## src/rtl/i2c_xact_seq.sv

```systemverilog
module i2c_xact_seq #(
  parameter int LEN_W  = 8,
  parameter int CNT_W  = 8,
  parameter int RTRY_W = 4
) (
  input  logic              clk,
  input  logic              rst_n,
  input  logic [RTRY_W-1:0] cfg_retries,
  input  logic              desc_valid,
  output logic              desc_ready,
  input  logic [9:0]        desc_addr,
  input  logic              desc_rd,
  input  logic              desc_ten,
  input  logic              desc_ign_nack,
  input  logic              desc_no_ack,
  input  logic              desc_no_start,
  input  logic [LEN_W-1:0]  desc_len,
  input  logic              desc_last,
  input  logic              wr_valid,
  output logic              wr_ready,
  input  logic [7:0]        wr_data,
  output logic              rd_valid,
  output logic [7:0]        rd_data,
  output logic              eng_cmd_valid,
  output logic [2:0]        eng_cmd_op,
  output logic [7:0]        eng_cmd_data,
  input  logic              eng_done,
  input  logic              eng_ack,
  input  logic              eng_tmo,
  input  logic [7:0]        eng_rdata,
  output logic              status_done,
  output logic              status_ok,
  output logic [1:0]        status_err,
  output logic [CNT_W-1:0]  status_count
);
  localparam logic [2:0] OP_START = 3'd0, OP_RESTART = 3'd1, OP_STOP = 3'd2,
                         OP_DELAY = 3'd3, OP_WRITE = 3'd4, OP_RD_ACK = 3'd5,
                         OP_RD_NACK = 3'd6, OP_RD_NONE = 3'd7;
  localparam logic [1:0] E_NONE = 2'd0, E_ADDR = 2'd1, E_DATA = 2'd2, E_TMO = 2'd3;
  localparam logic [LEN_W-1:0] ONE_LEFT = LEN_W'(1);

  typedef enum logic [3:0] {
    S_IDLE, S_START, S_FETCH, S_RESTART, S_ADDR, S_ADDR2, S_AREST, S_RSTOP,
    S_RDLY, S_RSTART, S_DATA, S_WGET, S_WR, S_STOP, S_DRAIN, S_REPORT
  } st_t;

  st_t              st;
  logic [9:0]       m_addr;
  logic             m_rd, m_ten, m_ign, m_noack, m_last;
  logic [LEN_W-1:0] m_left;
  logic             rep;
  logic [RTRY_W-1:0] tries;
  logic [7:0]       wbyte;
  logic [1:0]       err;
  logic [CNT_W-1:0] cnt;

  logic [7:0]        first_byte;
  logic [RTRY_W-1:0] retry_lim;
  logic              rd_data_phase;
  logic              byte_ok;

  assign first_byte    = m_ten ? {5'b11110, m_addr[9:8], rep} : {m_addr[6:0], m_rd};
  assign retry_lim     = m_ign ? '0 : cfg_retries;
  assign rd_data_phase = (st == S_DATA) && m_rd && (m_left != '0);
  assign byte_ok       = eng_ack || m_ign;

  assign desc_ready   = (st == S_IDLE) || (st == S_FETCH) || (st == S_DRAIN);
  assign wr_ready     = (st == S_WGET);
  assign status_done  = (st == S_REPORT);
  assign status_err   = err;
  assign status_ok    = (err == E_NONE);
  assign status_count = cnt;

  always_comb begin
    eng_cmd_valid = 1'b1;
    eng_cmd_data  = 8'h00;
    eng_cmd_op    = OP_START;
    case (st)
      S_START, S_RSTART:  eng_cmd_op = OP_START;
      S_RESTART, S_AREST: eng_cmd_op = OP_RESTART;
      S_STOP, S_RSTOP:    eng_cmd_op = OP_STOP;
      S_RDLY:             eng_cmd_op = OP_DELAY;
      S_ADDR:  begin eng_cmd_op = OP_WRITE; eng_cmd_data = first_byte;  end
      S_ADDR2: begin eng_cmd_op = OP_WRITE; eng_cmd_data = m_addr[7:0]; end
      S_WR:    begin eng_cmd_op = OP_WRITE; eng_cmd_data = wbyte;       end
      S_DATA: begin
        eng_cmd_valid = rd_data_phase;
        eng_cmd_op    = m_noack ? OP_RD_NONE :
                        (m_left == ONE_LEFT) ? OP_RD_NACK : OP_RD_ACK;
      end
      default: eng_cmd_valid = 1'b0;
    endcase
  end

  always_ff @(posedge clk) begin
    if (!rst_n) begin
      st       <= S_IDLE;
      m_addr   <= '0;
      m_rd     <= 1'b0;
      m_ten    <= 1'b0;
      m_ign    <= 1'b0;
      m_noack  <= 1'b0;
      m_last   <= 1'b0;
      m_left   <= '0;
      rep      <= 1'b0;
      tries    <= '0;
      wbyte    <= '0;
      err      <= E_NONE;
      cnt      <= '0;
      rd_valid <= 1'b0;
      rd_data  <= '0;
    end else begin
      rd_valid <= 1'b0;
      if (desc_valid && ((st == S_IDLE) || (st == S_FETCH))) begin
        m_addr  <= desc_addr;
        m_rd    <= desc_rd;
        m_ten   <= desc_ten;
        m_ign   <= desc_ign_nack;
        m_noack <= desc_no_ack;
        m_last  <= desc_last;
        m_left  <= desc_len;
      end
      case (st)
        S_IDLE: if (desc_valid) begin
          cnt <= '0;
          err <= E_NONE;
          st  <= S_START;
        end
        S_FETCH: if (desc_valid) st <= desc_no_start ? S_DATA : S_RESTART;
        S_START, S_RESTART: if (eng_done) begin
          tries <= '0;
          rep   <= 1'b0;
          if (st == S_START && desc_no_start_q) st <= S_DATA;
          else st <= S_ADDR;
        end
        S_AREST: if (eng_done) begin
          tries <= '0;
          rep   <= 1'b1;
          st    <= S_ADDR;
        end
        S_ADDR: if (eng_done) begin
          if (eng_tmo) begin
            err <= E_TMO;
            st  <= S_STOP;
          end else if (byte_ok) begin
            st <= (m_ten && !rep) ? S_ADDR2 : S_DATA;
          end else if (tries < retry_lim) begin
            tries <= tries + 1'b1;
            st    <= S_RSTOP;
          end else begin
            err <= E_ADDR;
            st  <= S_STOP;
          end
        end
        S_ADDR2: if (eng_done) begin
          if (eng_tmo) begin
            err <= E_TMO;
            st  <= S_STOP;
          end else if (byte_ok) begin
            st <= m_rd ? S_AREST : S_DATA;
          end else begin
            err <= E_ADDR;
            st  <= S_STOP;
          end
        end
        S_RSTOP:  if (eng_done) st <= S_RDLY;
        S_RDLY:   if (eng_done) st <= S_RSTART;
        S_RSTART: if (eng_done) st <= S_ADDR;
        S_DATA: begin
          if (m_left == '0) begin
            cnt <= cnt + 1'b1;
            st  <= m_last ? S_STOP : S_FETCH;
          end else if (!m_rd) begin
            st <= S_WGET;
          end else if (eng_done) begin
            if (eng_tmo) begin
              err <= E_TMO;
              st  <= S_STOP;
            end else begin
              rd_valid <= 1'b1;
              rd_data  <= eng_rdata;
              m_left   <= m_left - 1'b1;
            end
          end
        end
        S_WGET: if (wr_valid) begin
          wbyte <= wr_data;
          st    <= S_WR;
        end
        S_WR: if (eng_done) begin
          if (eng_tmo) begin
            err <= E_TMO;
            st  <= S_STOP;
          end else if (!byte_ok) begin
            err <= E_DATA;
            st  <= S_STOP;
          end else begin
            m_left <= m_left - 1'b1;
            st     <= S_DATA;
          end
        end
        S_STOP: if (eng_done) st <= (err != E_NONE && !m_last) ? S_DRAIN : S_REPORT;
        S_DRAIN: if (desc_valid && desc_last) st <= S_REPORT;
        S_REPORT: st <= S_IDLE;
        default: st <= S_IDLE;
      endcase
    end
  end

  logic desc_no_start_q;
  always_ff @(posedge clk) begin
    if (!rst_n) desc_no_start_q <= 1'b0;
    else if (desc_valid && ((st == S_IDLE) || (st == S_FETCH))) desc_no_start_q <= desc_no_start;
  end
endmodule


```

## config.mk

```make
export PLATFORM = sky130hd
export DESIGN_NAME = i2c_xact_seq
export DESIGN_NICKNAME = d
export VERILOG_FILES = /design/src/rtl/i2c_xact_seq.sv
export SDC_FILE = /design/constraint.sdc
export NUM_CORES = 1
export LEC_CHECK = 0
export BUFFER_PORTS_ARGS = -buffer_cell sky130_fd_sc_hd__buf_2
export CORE_MARGIN = 2
export CORE_UTILIZATION = 45
export CTS_CLUSTER_SIZE = 25
export DETAILED_ROUTE_END_ITERATION = 16
export PLACE_DENSITY = 0.76
export SLEW_MARGIN = 20
export SYNTH_ARGS = -nofsm -noshare
export SYNTH_HDL_FRONTEND = slang
export SYNTH_SLANG_ARGS = --single-unit
export TNS_END_PERCENT = 30
```

## constraint.sdc

```tcl
create_clock -name clk -period 3.3 [get_ports clk]
set_input_delay 0.33 -clock clk [delete_from_list [all_inputs] [get_ports clk]]
set_output_delay 0.33 -clock clk [all_outputs]
set_load 0.1 [all_outputs]
```

== Word-level counts from Yosys, hierarchy flattened ==
Cells that the tools add are included.
Storage, ports and cells
  register bits after elaboration: 60
  logic and storage cells: 181
Operators by class
  $add $sub $neg: 3
  $lt $le $gt $ge: 1
  equal/unequal tests: 44
  multiplexer cells: 75
  bitwise gates (word level): 6
  reduce and logical (&&, ||, !) cells: 36
Operators by type and width (number)
  4-bit 2-to-1 mux: 32
  8-bit 2-to-1 mux: 11
  4-bit case mux with 14 select lines: 1
  2-bit != test (second input constant): 18
  2-bit 2-to-1 mux: 17
  4-bit equality test (second input constant): 8
  8-bit case mux with 2 select lines: 2
  8-bit case mux with 3 select lines: 1
  4-bit by 3-bit equality test with 1-bit output (second input constant): 4
  3-bit case mux with 5 select lines: 1
  14-bit AND reduction: 1
  13-bit AND reduction: 1
  3-bit != test (second input constant): 4
  2-bit case mux with 5 select lines: 1
  10-bit OR reduction: 1
  8-bit by 1-bit adder with 8-bit output (second input constant): 1
  4-bit by 2-bit equality test with 1-bit output (second input constant): 2
  8-bit by 1-bit equality test with 1-bit output (second input constant): 1
  8-bit logical NOT: 1
  2-bit by 1-bit != test with 1-bit output (second input constant): 4
  4-bit by 3-bit != test with 1-bit output (second input constant): 2
  4-bit case mux with 2 select lines: 1
  2-bit nonzero test: 4
  8-bit nonzero test: 1
  other kinds (21): 45

== Depth between registers and ports, before layout ==
Gate-level depths: netlist of run 1.
  depth after elaboration: 9
  depth in mapped cells: 9

== Worst setup path after synthesis of run 1 ==
Ideal clock, no wire load.
  path kind: register -> output
  start point: register m_left[4]
  end point: output eng_cmd_op[1]
  arrival time: 3.456 ns
  setup slack: -0.486 ns
  cell stages (with the launch flop): 4
  buffers on the path: 0
  path through: dfxtp_1 > nor4_1 > a31oi_1 > o32ai_1
Between the ends
  cells in the longest elaborated chain, start to end: 4
Ends and longest elaborated chain
  start, declared: RTL line 50  | logic [LEN_W-1:0] m_left;
  start signal, assigned: RTL line 121  | m_left <= desc_len;
  start signal, assigned: RTL line 182  | m_left <= m_left - 1'b1;
  start signal, assigned: RTL line 198  | m_left <= m_left - 1'b1;
  8-bit by 1-bit equality test with 1-bit output: RTL line 89  | (m_left == ONE_LEFT) ? OP_RD_NACK : OP_RD_ACK;
  2-bit 2-to-1 mux: RTL line 89
  2-bit 2-to-1 mux: RTL line 88  | eng_cmd_op = m_noack ? OP_RD_NONE :
  3-bit case mux with 5 select lines: RTL line 78  | case (st)
  end, declared: RTL line 25  | output logic [2:0] eng_cmd_op,
No other way between the ends.

== Worst setup path after layout of run 1 ==
  start point: register st[0]
  end point: output eng_cmd_data[0]
Between the ends
  cells in the longest elaborated chain, start to end: 2
  elaborated cells on any way between the ends: 4
  classes of those cells: eq/ne: 3; mux: 1
Ends and longest elaborated chain
  start, declared: RTL line 47  | st_t st;
  start signal, assigned: RTL line 129  | S_FETCH: if (desc_valid) st <= desc_no_start ? S_DATA : S_RESTART;
  start signal, assigned: RTL line 146  | st <= (m_ten && !rep) ? S_ADDR2 : S_DATA;
  start signal, assigned: RTL line 160  | st <= m_rd ? S_AREST : S_DATA;
  4-bit equality test or 4-bit by 3-bit equality test with 1-bit output (tied branches): RTL line 78
  8-bit case mux with 3 select lines (*): RTL line 78
  end, declared: RTL line 26  | output logic [7:0] eng_cmd_data,
Mark *: on every way between the ends. The rest lies on a longest branch, timed or not.

==> impl_metrics.toml, run 1 <==
[worst_setup_path]
arrival_ps = 2610
cp.depth = 4
r2r_slack_ps = 690
startpoint_type = "flip-flop"
critPathBufInv = 1
critPathTopFamily = "flip-flops"
crit_start = "st[0]"
cp_slowest_cell = "dfxtp_1"
cp_max_fo = 27
worstReg2RegStart = "st[0]"
path_cells = "nor2b_1 -> a22oi_1 -> o22ai_1 -> buf_2"
crit_type = "reg -> out"
crit_end = "eng_cmd_data[0]"
reg2reg_depth = 6
rr_endpoint = "status_err[1]"
max_stage_delay_ps = 920
required_ps = 2970
end_kind = "primary output"

[power]
p_seq_frac = 0.297
powerDensity_nw_per_um2 = 763
clkPwrFrac = 0.176
swShare = 0.502
irDropWorstVdd_v = 0.000400
p_comb_frac = 0.527
p_int_mw = 1.66
switchingPower_mw = 1.67
p_leak_nw = 1.75

[finish]
nNetsFinal = 594
register_area_um2 = 1200
nFillCells = 766
antenna_cells = 0
areaGrowthSynthToFinish_pct = 19.9
final_util = 0.560
drive_above_1_share = 0.237
final_common_cell = "buf_2"
multiInputGateArea_um2 = 2260
mostFrequentLayoutCells = "buf_2 (80), nand2_1 (70), dfxtp_1 (60)"

[run_status]
outcome = "finished, final reports clean"

[sta]
fmax_mhz = 340
rsz0062_at_grt = "no"
timing.hold.ws_ps = 219
drv_slew = 0
setup_violations = 0
worst_slack_ps = 359
hold_viol_final = 0
relSlewSlack = 0.297
finalClockSkew_ps = 5.74
period_needed_ps = 2940
tightest_slew_ps = 1040
fin_crit_sh = 0.891

[clock_network]
cts_max_level = 3
cts_buffer_depth = 2
cts_resized = 0
cts_tree = "built"
cts.sinks = 60
hold_buffers = 0
clk_latency_ps = 340
path_clk_slew_ps = 70
cts_setup_buffers = 0
root_buffer = "clkbuf_8"
cts_buffers = 9

[global_routing]
gr-total-overflow = 0
grt_antenna_before_repair = 1
grt_pass1_vias = 3579
track_usage = 0.243
grt_max_degree = 34
grt_pass1_wl_um = 17000

[place]
place_hpwl_um = 7540
post-place-ws_ps = 747
gp_congestion = 0.948
portBuffers = 85

[floorplanning]
start_util = 0.467
ioPinCount = 86
fp.dieArea_um2 = 8800
core_area_um2 = 7770
die_x_um = 93.8
placementRows = 32
fp.dieH_um = 93.8

[synth]
yosysUniqueCellTypes = 69
ys_seq_area_frac = 0.331
avgSynthCellArea_um2 = 7.79
synth_warnings = 0
ys_dominant_reg_cell = "dfxtp_1"
async_reset_ff_frac = 0
synthCells = 466
ys_seq_elements = 60
syn_nets = 524
synth_area_um2 = 3630
synth-edff-count = 0

[route]
num_vias = 3763
wl_per_cell_um = 16.0
drc = 0
firstDrtPassIters = 5
drt_iter0_markers = 355
antenna_left = 0
drt-total-wl_um = 10300
via_per_inst = 5.85

[worst_hold_path]
holdCritPathClass = "in -> reg"
holdPathStages = 3

[flow_run]
max_cap_violations = 0
## worst min-delay path by stage
| stage | start | endpoint | slack, ps |
|---|---|---|---|
| floorplan | m_noack | m_noack | 430 |
| global placement | m_noack | m_noack | 440 |
| detailed placement | m_noack | m_noack | 440 |
| CTS | desc_ten | m_ten | 210 |
| global route | desc_ten | m_ten | 210 |
| finish | desc_addr[3] | m_addr[3] | 220 |
## flip-flops by register name (all words and copies together) (netlist names), 2 cells and up
register	count
m_addr	10
m_left	8
rd_data	8
status_count	8
wbyte	8
st	4
tries	4
status_err	2
## kinds of logic (layout without fill, tap and decap cells)
group,count (synthesis),count (layout),share of synthesized area
AO/OA/AOI/OAI,141,141,0.255
adder cells (fa/ha/maj),7,7,0.0241
buffers and inverters,41,116,0.0514
XOR/XNOR,10,10,0.0241
AND/OR/NAND/NOR,193,193,0.276
flip-flops,60,60,0.331
multiplexers,14,14,0.0386
## through the flow
step                      instances  total power, mW  setup TNS (ps)  area, µm²
after floorplan                 466             2.35           -2460       3640
after global placement          627             2.70               0       4180
after detailed placement        627             2.72               0       4180
after CTS                       643             3.30               0       4350
after global routing            643             3.50               0       4350
final                           643             3.32               0       4350
## metal layers
metal / up-vias / global-route usage / share of wire
li1: 1831 / - / -
met1: 1771 / 0.301 / 0.43
met2: 134 / 0.400 / 0.48
met3: 27 / 0.0578 / 0.066
met4: 0 / 0.111 / 0.028
met5: - / 0 / 0
## power by group through the flow
| stage | logic, mW | registers [mW] | clock network [mW] |
|---|---|---|---|
| 2_1_floorplan | 1.40 | 0.946 | 0 |
| 3_3_place_gp | 1.71 | 0.989 | 0 |
| 4_1_cts | 1.73 | 0.980 | 0.595 |
| 5_1_grt | 1.88 | 1.00 | 0.623 |
| 3_5_place_dp | 1.72 | 0.995 | 0 |
| 6_report | 1.75 | 0.987 | 0.585 |
## area by class of cell
| cell class | instances | share of cell area |
|---|---|---|
| clock buffer | 12 | 0.0334 |
| clock inverter | 4 | 0.00575 |
| inverter | 5 | 0.00431 |
| multi-input combinational | 365 | 0.519 |
| sequential | 60 | 0.276 |
| tap | 102 | 0.0293 |
| timing repair buffer | 95 | 0.132 |
## synthesized netlist by cell type (all sizes together) (3+ instances only)
cell type | instances | area share
o22ai | 4 | 0.0069
o21ai | 23 | 0.033
nor2 | 35 | 0.041
a211oi | 8 | 0.017
a21oi | 47 | 0.065
a22oi | 8 | 0.017
a21o | 5 | 0.010
nor3 | 8 | 0.012
o2111ai | 4 | 0.0097
nand2b | 13 | 0.022
nand2 | 70 | 0.072
or2 | 3 | 0.0052
dfxtp | 60 | 0.33
mux2i | 14 | 0.039
nor3b | 5 | 0.012
nor4 | 4 | 0.0069
xnor2 | 3 | 0.0072
buf | 16 | 0.026
clkbuf | 20 | 0.021
a31oi | 6 | 0.010
nor4b | 3 | 0.0090
o211ai | 9 | 0.022
inv | 5 | 0.0052
ha | 7 | 0.024
and2 | 3 | 0.0052
nand3b | 4 | 0.0083
nand3 | 17 | 0.023
nand4 | 3 | 0.0052
or4 | 3 | 0.0072
xor2 | 7 | 0.017
nor2b | 11 | 0.019
## worst min-delay path, delay by kind of cell
kind	cells	cell delay, ps
buf+inv	1	100
compound gates	1	50
simple gates	1	40
Note: power is estimated with default switching activity, not from simulation.
==> run 2: changes to the inputs <==
--- a/config.mk
+++ b/config.mk
@@ -10,9 +10,9 @@
 export CORE_UTILIZATION = 45
 export CTS_CLUSTER_SIZE = 25
 export DETAILED_ROUTE_END_ITERATION = 16
-export PLACE_DENSITY = 0.76
+export GPL_TIMING_DRIVEN = 1
+export PLACE_DENSITY = 0.78
 export SLEW_MARGIN = 20
 export SYNTH_ARGS = -nofsm -noshare
 export SYNTH_HDL_FRONTEND = slang
 export SYNTH_SLANG_ARGS = --single-unit
-export TNS_END_PERCENT = 30
==> constraint.sdc (replaced) <==
create_clock -name clk -period 2.6 [get_ports clk]
set_input_delay 0.26 -clock clk [delete_from_list [all_inputs] [get_ports clk]]
set_output_delay 0.26 -clock clk [all_outputs]
set_load 0.1 [all_outputs]
==> impl_metrics.toml, run 2 (same netlist as run 1, synthesis figures left out) <==
[worst_setup_path]
path_cells = "nor4_1 -> buf_4 -> a31oi_1 -> o32ai_2 -> buf_2"
cp_max_fo = 6
arrival_ps = 2130
crit_type = "reg -> out"
required_ps = 2340
worstReg2RegStart = "st[1]"
end_kind = "primary output"
cp_slowest_cell = "buf_2"
r2r_slack_ps = 330
rr_endpoint = "m_left[5]"
reg2reg_depth = 5
startpoint_type = "flip-flop"
max_stage_delay_ps = 480

[clock_network]
path_clk_slew_ps = 70
root_buffer = "clkbuf_8"
cts.sinks = 60
cts_tree = "built"
clk_latency_ps = 350
cts_buffers = 9
cts_max_level = 3
cts_buffer_depth = 2
hold_buffers = 0

[route]
num_vias = 3931
antenna_left = 0
drt-total-wl_um = 10800
firstDrtPassIters = 5
via_per_inst = 5.96
drt_iter0_markers = 297
drc = 0
wl_per_cell_um = 16.4

[sta]
fmax_mhz = 418
drv_slew = 0
finalSetupTns_ps = 0
tightest_slew_ps = 644
fin_crit_sh = 0.919
hold_viol_final = 0
relSlewSlack = 0.568
period_needed_ps = 2390
setup_violations = 0
timing.hold.ws_ps = 145
finalClockSkew_ps = 12.7
rsz0062_at_grt = "no"

[floorplanning]
ioPinCount = 86
die_x_um = 93.8
core_area_um2 = 7770
fp.dieArea_um2 = 8800
fp.dieH_um = 93.8
start_util = 0.467
placementRows = 32

[worst_hold_path]
holdPathStages = 3
holdCritPathClass = "in -> reg"
hp-start = "desc_ten"
hold_end = "m_ten"

[place]
place_hpwl_um = 7990
gp_congestion = 0.932
portBuffers = 85

[finish]
final_common_cell = "buf_2"
nNetsFinal = 612
mostFrequentLayoutCells = "buf_2 (73), nand2_1 (70), dfxtp_1 (58)"
nFillCells = 720
antenna_cells = 0
areaGrowthSynthToFinish_pct = 27.7
largest_register = "m_addr"
largest_reg_flops = 10
drive_above_1_share = 0.283

[global_routing]
grt_antenna_before_repair = 0
grt_pass1_vias = 3630
track_usage = 0.250
grt_max_degree = 25
grt_pass1_wl_um = 17400
gr-total-overflow = 0

[flow_run]
max_cap_violations = 0

[power]
p_leak_nw = 1.88
irDropWorstVdd_v = 0.000473
powerDensity_nw_per_um2 = 965

[run_status]
outcome = "finished, final reports clean"
## run 2: cell count changes in the layout (fill, tap and decap cells not counted), moves of 2 or more
cell     change
o21ai_0      -5
buf_2        -7
dfxtp_2      +2
dfxtp_1      -2
o21ai_2      +6
o22ai_2      +2
o22ai_1      -2
buf_4       +18
buf_12       +7
## run 2: what timing repair did
item,in CTS,in global routing
setup endpoints to repair,0,8
resized for setup,0,3
setup buffers,0,1
## run 2: layout make-up
| cell class | instances | area [µm²] | area share |
|---|---|---|---|
| Clock buffer | 10 | 128 | 0.0275 |
| Inverter | 5 | 18.8 | 0.00405 |
| Timing Repair Buffer | 113 | 816 | 0.176 |
| Multi-Input combinational cell | 365 | 2310 | 0.499 |
| Clock inverter | 5 | 30.0 | 0.00648 |
| Sequential cell | 60 | 1200 | 0.260 |
| Tap cell | 102 | 128 | 0.0275 |
## run 2: worst max path at each step
stage | start | endpoint | slack [ps] | cells past startpoint
floorplan | st[0] | eng_cmd_data[1] | -180 | 5
global placement | st[2] | status_err[0] | 390 | 7
detailed placement | m_left[1] | rd_data[3] | 340 | 8
CTS | st[0] | eng_cmd_data[0] | 60 | 4
global route | m_left[1] | eng_cmd_valid | 100 | 6
finish | m_left[4] | eng_cmd_op[1] | 210 | 5
## run 2: worst max-delay path: cells and delay by family (launching register included)
family                 cells  cell delay, ps
flip-flops                 1             370
buffers and inverters      2             690
AND/OR/NAND/NOR            1             340
AO/OA/AOI/OAI              2             390
## run 2: metal layers
| metal | part of all wire | global-route usage | vias up |
|---|---|---|---|
| met1 | 0.42 | 0.317 | 1854 |
| met3 | 0.076 | 0.0674 | 31 |
| li1 | - | - | 1866 |
| met2 | 0.48 | 0.400 | 180 |
| met4 | 0.029 | 0.101 | 0 |
| met5 | 0 | 0 | - |
## run 2: through the flow
stage               setup slack, ps  cells  utilization  total power, mW  area, µm²
floorplan                      -177    466            -             3.02       3690
global placement                392    644        0.575             3.70       4460
detailed placement              340    644        0.575             3.73       4460
CTS                            56.3    659        0.595             4.44       4620
global route                    105    660        0.597             4.72       4630
finish                          210    660        0.597             4.47       4630
## run 2: power by group
group	switching, mW	total [mW]	internal (mW)
logic	1.62	2.52	0.899
clock network	0.370	0.704	0.335
registers	0.204	1.24	1.04
==> run 3: changes to the inputs <==
--- a/config.mk
+++ b/config.mk
@@ -7,11 +7,11 @@
 export LEC_CHECK = 0
 export BUFFER_PORTS_ARGS = -buffer_cell sky130_fd_sc_hd__buf_2
 export CORE_MARGIN = 2
-export CORE_UTILIZATION = 45
+export CORE_UTILIZATION = 49
 export CTS_CLUSTER_SIZE = 25
 export DETAILED_ROUTE_END_ITERATION = 16
 export GPL_TIMING_DRIVEN = 1
-export PLACE_DENSITY = 0.78
+export PLACE_DENSITY = 0.84
 export SLEW_MARGIN = 20
 export SYNTH_ARGS = -nofsm -noshare
 export SYNTH_HDL_FRONTEND = slang
==> impl_metrics.toml, run 3 (same netlist as run 1, synthesis figures left out) <==
[global_routing]
grt_use_met1 = 0.327
gr-total-overflow = 0
grt_max_degree = 23
grt_pass1_wl_um = 16800
grt_busiest_layer = "met2"
use_met3 = 0.0503
grt_pass1_vias = 3520
grt_antenna_before_repair = 0
track_usage = 0.253
grt_use_met2 = 0.405

[finish]
largest_reg_flops = 10
nFillCells = 632
antenna_cells = 0
mostFrequentLayoutCells = "buf_2 (73), nand2_1 (70), dfxtp_1 (59)"
drive_above_1_share = 0.272
register_area_um2 = 1200
fin_cells = 651
nNetsFinal = 605
areaGrowthSynthToFinish_pct = 26.7
multiInputGateArea_um2 = 2310
largest_register = "m_addr"
stdcell_area_um2 = 4600
final_common_cell = "buf_2"

[clock_network]
cts.sinks = 60
clk_latency_ps = 350
hold_buffers = 0
cts_buffer_depth = 2
cts_tree = "built"
cts_max_level = 3
cts_buffers = 9
root_buffer = "clkbuf_8"
path_clk_slew_ps = 80

[worst_setup_path]
cp_slowest_cell = "or3b_2"
max_stage_delay_ps = 570
reg2reg_depth = 9
startpoint_type = "flip-flop"
crit_type = "reg -> out"
required_ps = 2340
arrival_ps = 2240
cp.depth = 6
critPathBufInv = 2
path_cells = "inv_1 -> ha_1 -> or3b_2 -> o211ai_4 -> nand2_1 -> buf_12"
critPathTopFamily = "simple AND/OR/NAND/NOR gates"
cp_max_fo = 5
end_kind = "primary output"

[floorplanning]
fp.dieH_um = 90.1
start_util = 0.503
die_x_um = 90.1
placementRows = 31
core_area_um2 = 7210
ioPinCount = 86
fp.dieArea_um2 = 8110

[route]
via_per_inst = 5.92
wl_per_cell_um = 15.9
num_vias = 3855
antenna_left = 0
drc = 0
drt-total-wl_um = 10400
firstDrtPassIters = 5
drt_iter0_markers = 306

[power]
p_int_mw = 2.33
irDropWorstVdd_v = 0.000509
p_comb_frac = 0.546
p_leak_nw = 1.86
clkPwrFrac = 0.179
switchingPower_mw = 2.17
powerDensity_nw_per_um2 = 978
p_seq_frac = 0.275
swShare = 0.482

[sta]
relSlewSlack = 0.557
tightest_slew_ps = 662
fin_crit_sh = 0.961
rsz0062_at_grt = "no"
period_needed_ps = 2500
fmax_mhz = 400
setup_violations = 0
finalClockSkew_ps = 14.0
hold_viol_final = 0
drv_slew = 0

[place]
portBuffers = 85
place_hpwl_um = 7760
dp_cells = 634
gp_congestion = 0.924
place_area_um2 = 4410

[run_status]
outcome = "finished, final reports clean"

[flow_run]
max_cap_violations = 0

[worst_hold_path]
holdCritPathClass = "in -> reg"
holdPathStages = 3
run 3: cell type report:
type | count | area share
clock buffer | 11 | 0.0286
clock inverter | 5 | 0.0114
inverter | 5 | 0.00408
multi-input combinational | 365 | 0.502
sequential | 60 | 0.261
tap | 99 | 0.0269
timing repair buffer | 106 | 0.166
run 3: repair_timing:
action | in CTS | in global routing
hold endpoints to repair | 0 | 0
setup endpoints to repair | 0 | 8
setup buffers | 0 | 1
resized for setup | 0 | 1
run 3: worst register-to-register path, cell delays in order, from the launching register on:
cell and delay [ps]:
dfxtp_1 350, inv_1 150, ha_1 230, or3b_2 570, o211ai_4 250, buf_4 180
nand2b_1 110, buf_4 190, mux2i_1 210, nor2_1 50
run 3: per-layer routing:
| metal | share of wire | routed length [µm] |
|---|---|---|
| met1 | 0.42 | 4330 |
| met2 | 0.48 | 4930 |
| met5 | 0 | 0 |
| met4 | 0.027 | 284 |
| met3 | 0.079 | 821 |
run 3: power by group through the flow:
stage,clock network (mW),logic [mW],registers [mW]
after floorplan,0,1.82,1.20
after global placement,0,2.39,1.24
after detailed placement,0,2.43,1.25
after CTS,0.814,2.43,1.23
after global routing,0.846,2.62,1.26
final,0.807,2.46,1.24
run 3: path summary, 6_finish.rpt:
kind	from	to	slack [ps]
max reg2reg	m_left[1]	rd_data[3]	200
min	desc_ign_nack	m_ign	150
min reg2reg	m_noack	m_noack	460
max	m_left[1]	eng_cmd_valid	100
run 3: metrics by stage:
| step | worst slack [ps] | total power, mW | util | TNS [ps] | hold WS (ps) |
|---|---|---|---|---|---|
| floorplan | -177 | 3.02 | - | -302 | 396 |
| global placement | 397 | 3.62 | 0.611 | 0 | 442 |
| detailed placement | 274 | 3.67 | 0.611 | 0 | 449 |
| CTS | 51.5 | 4.47 | 0.636 | 0 | 139 |
| global route | 39.2 | 4.73 | 0.638 | 0 | 148 |
| finish | 101 | 4.50 | 0.638 | 0 | 147 |
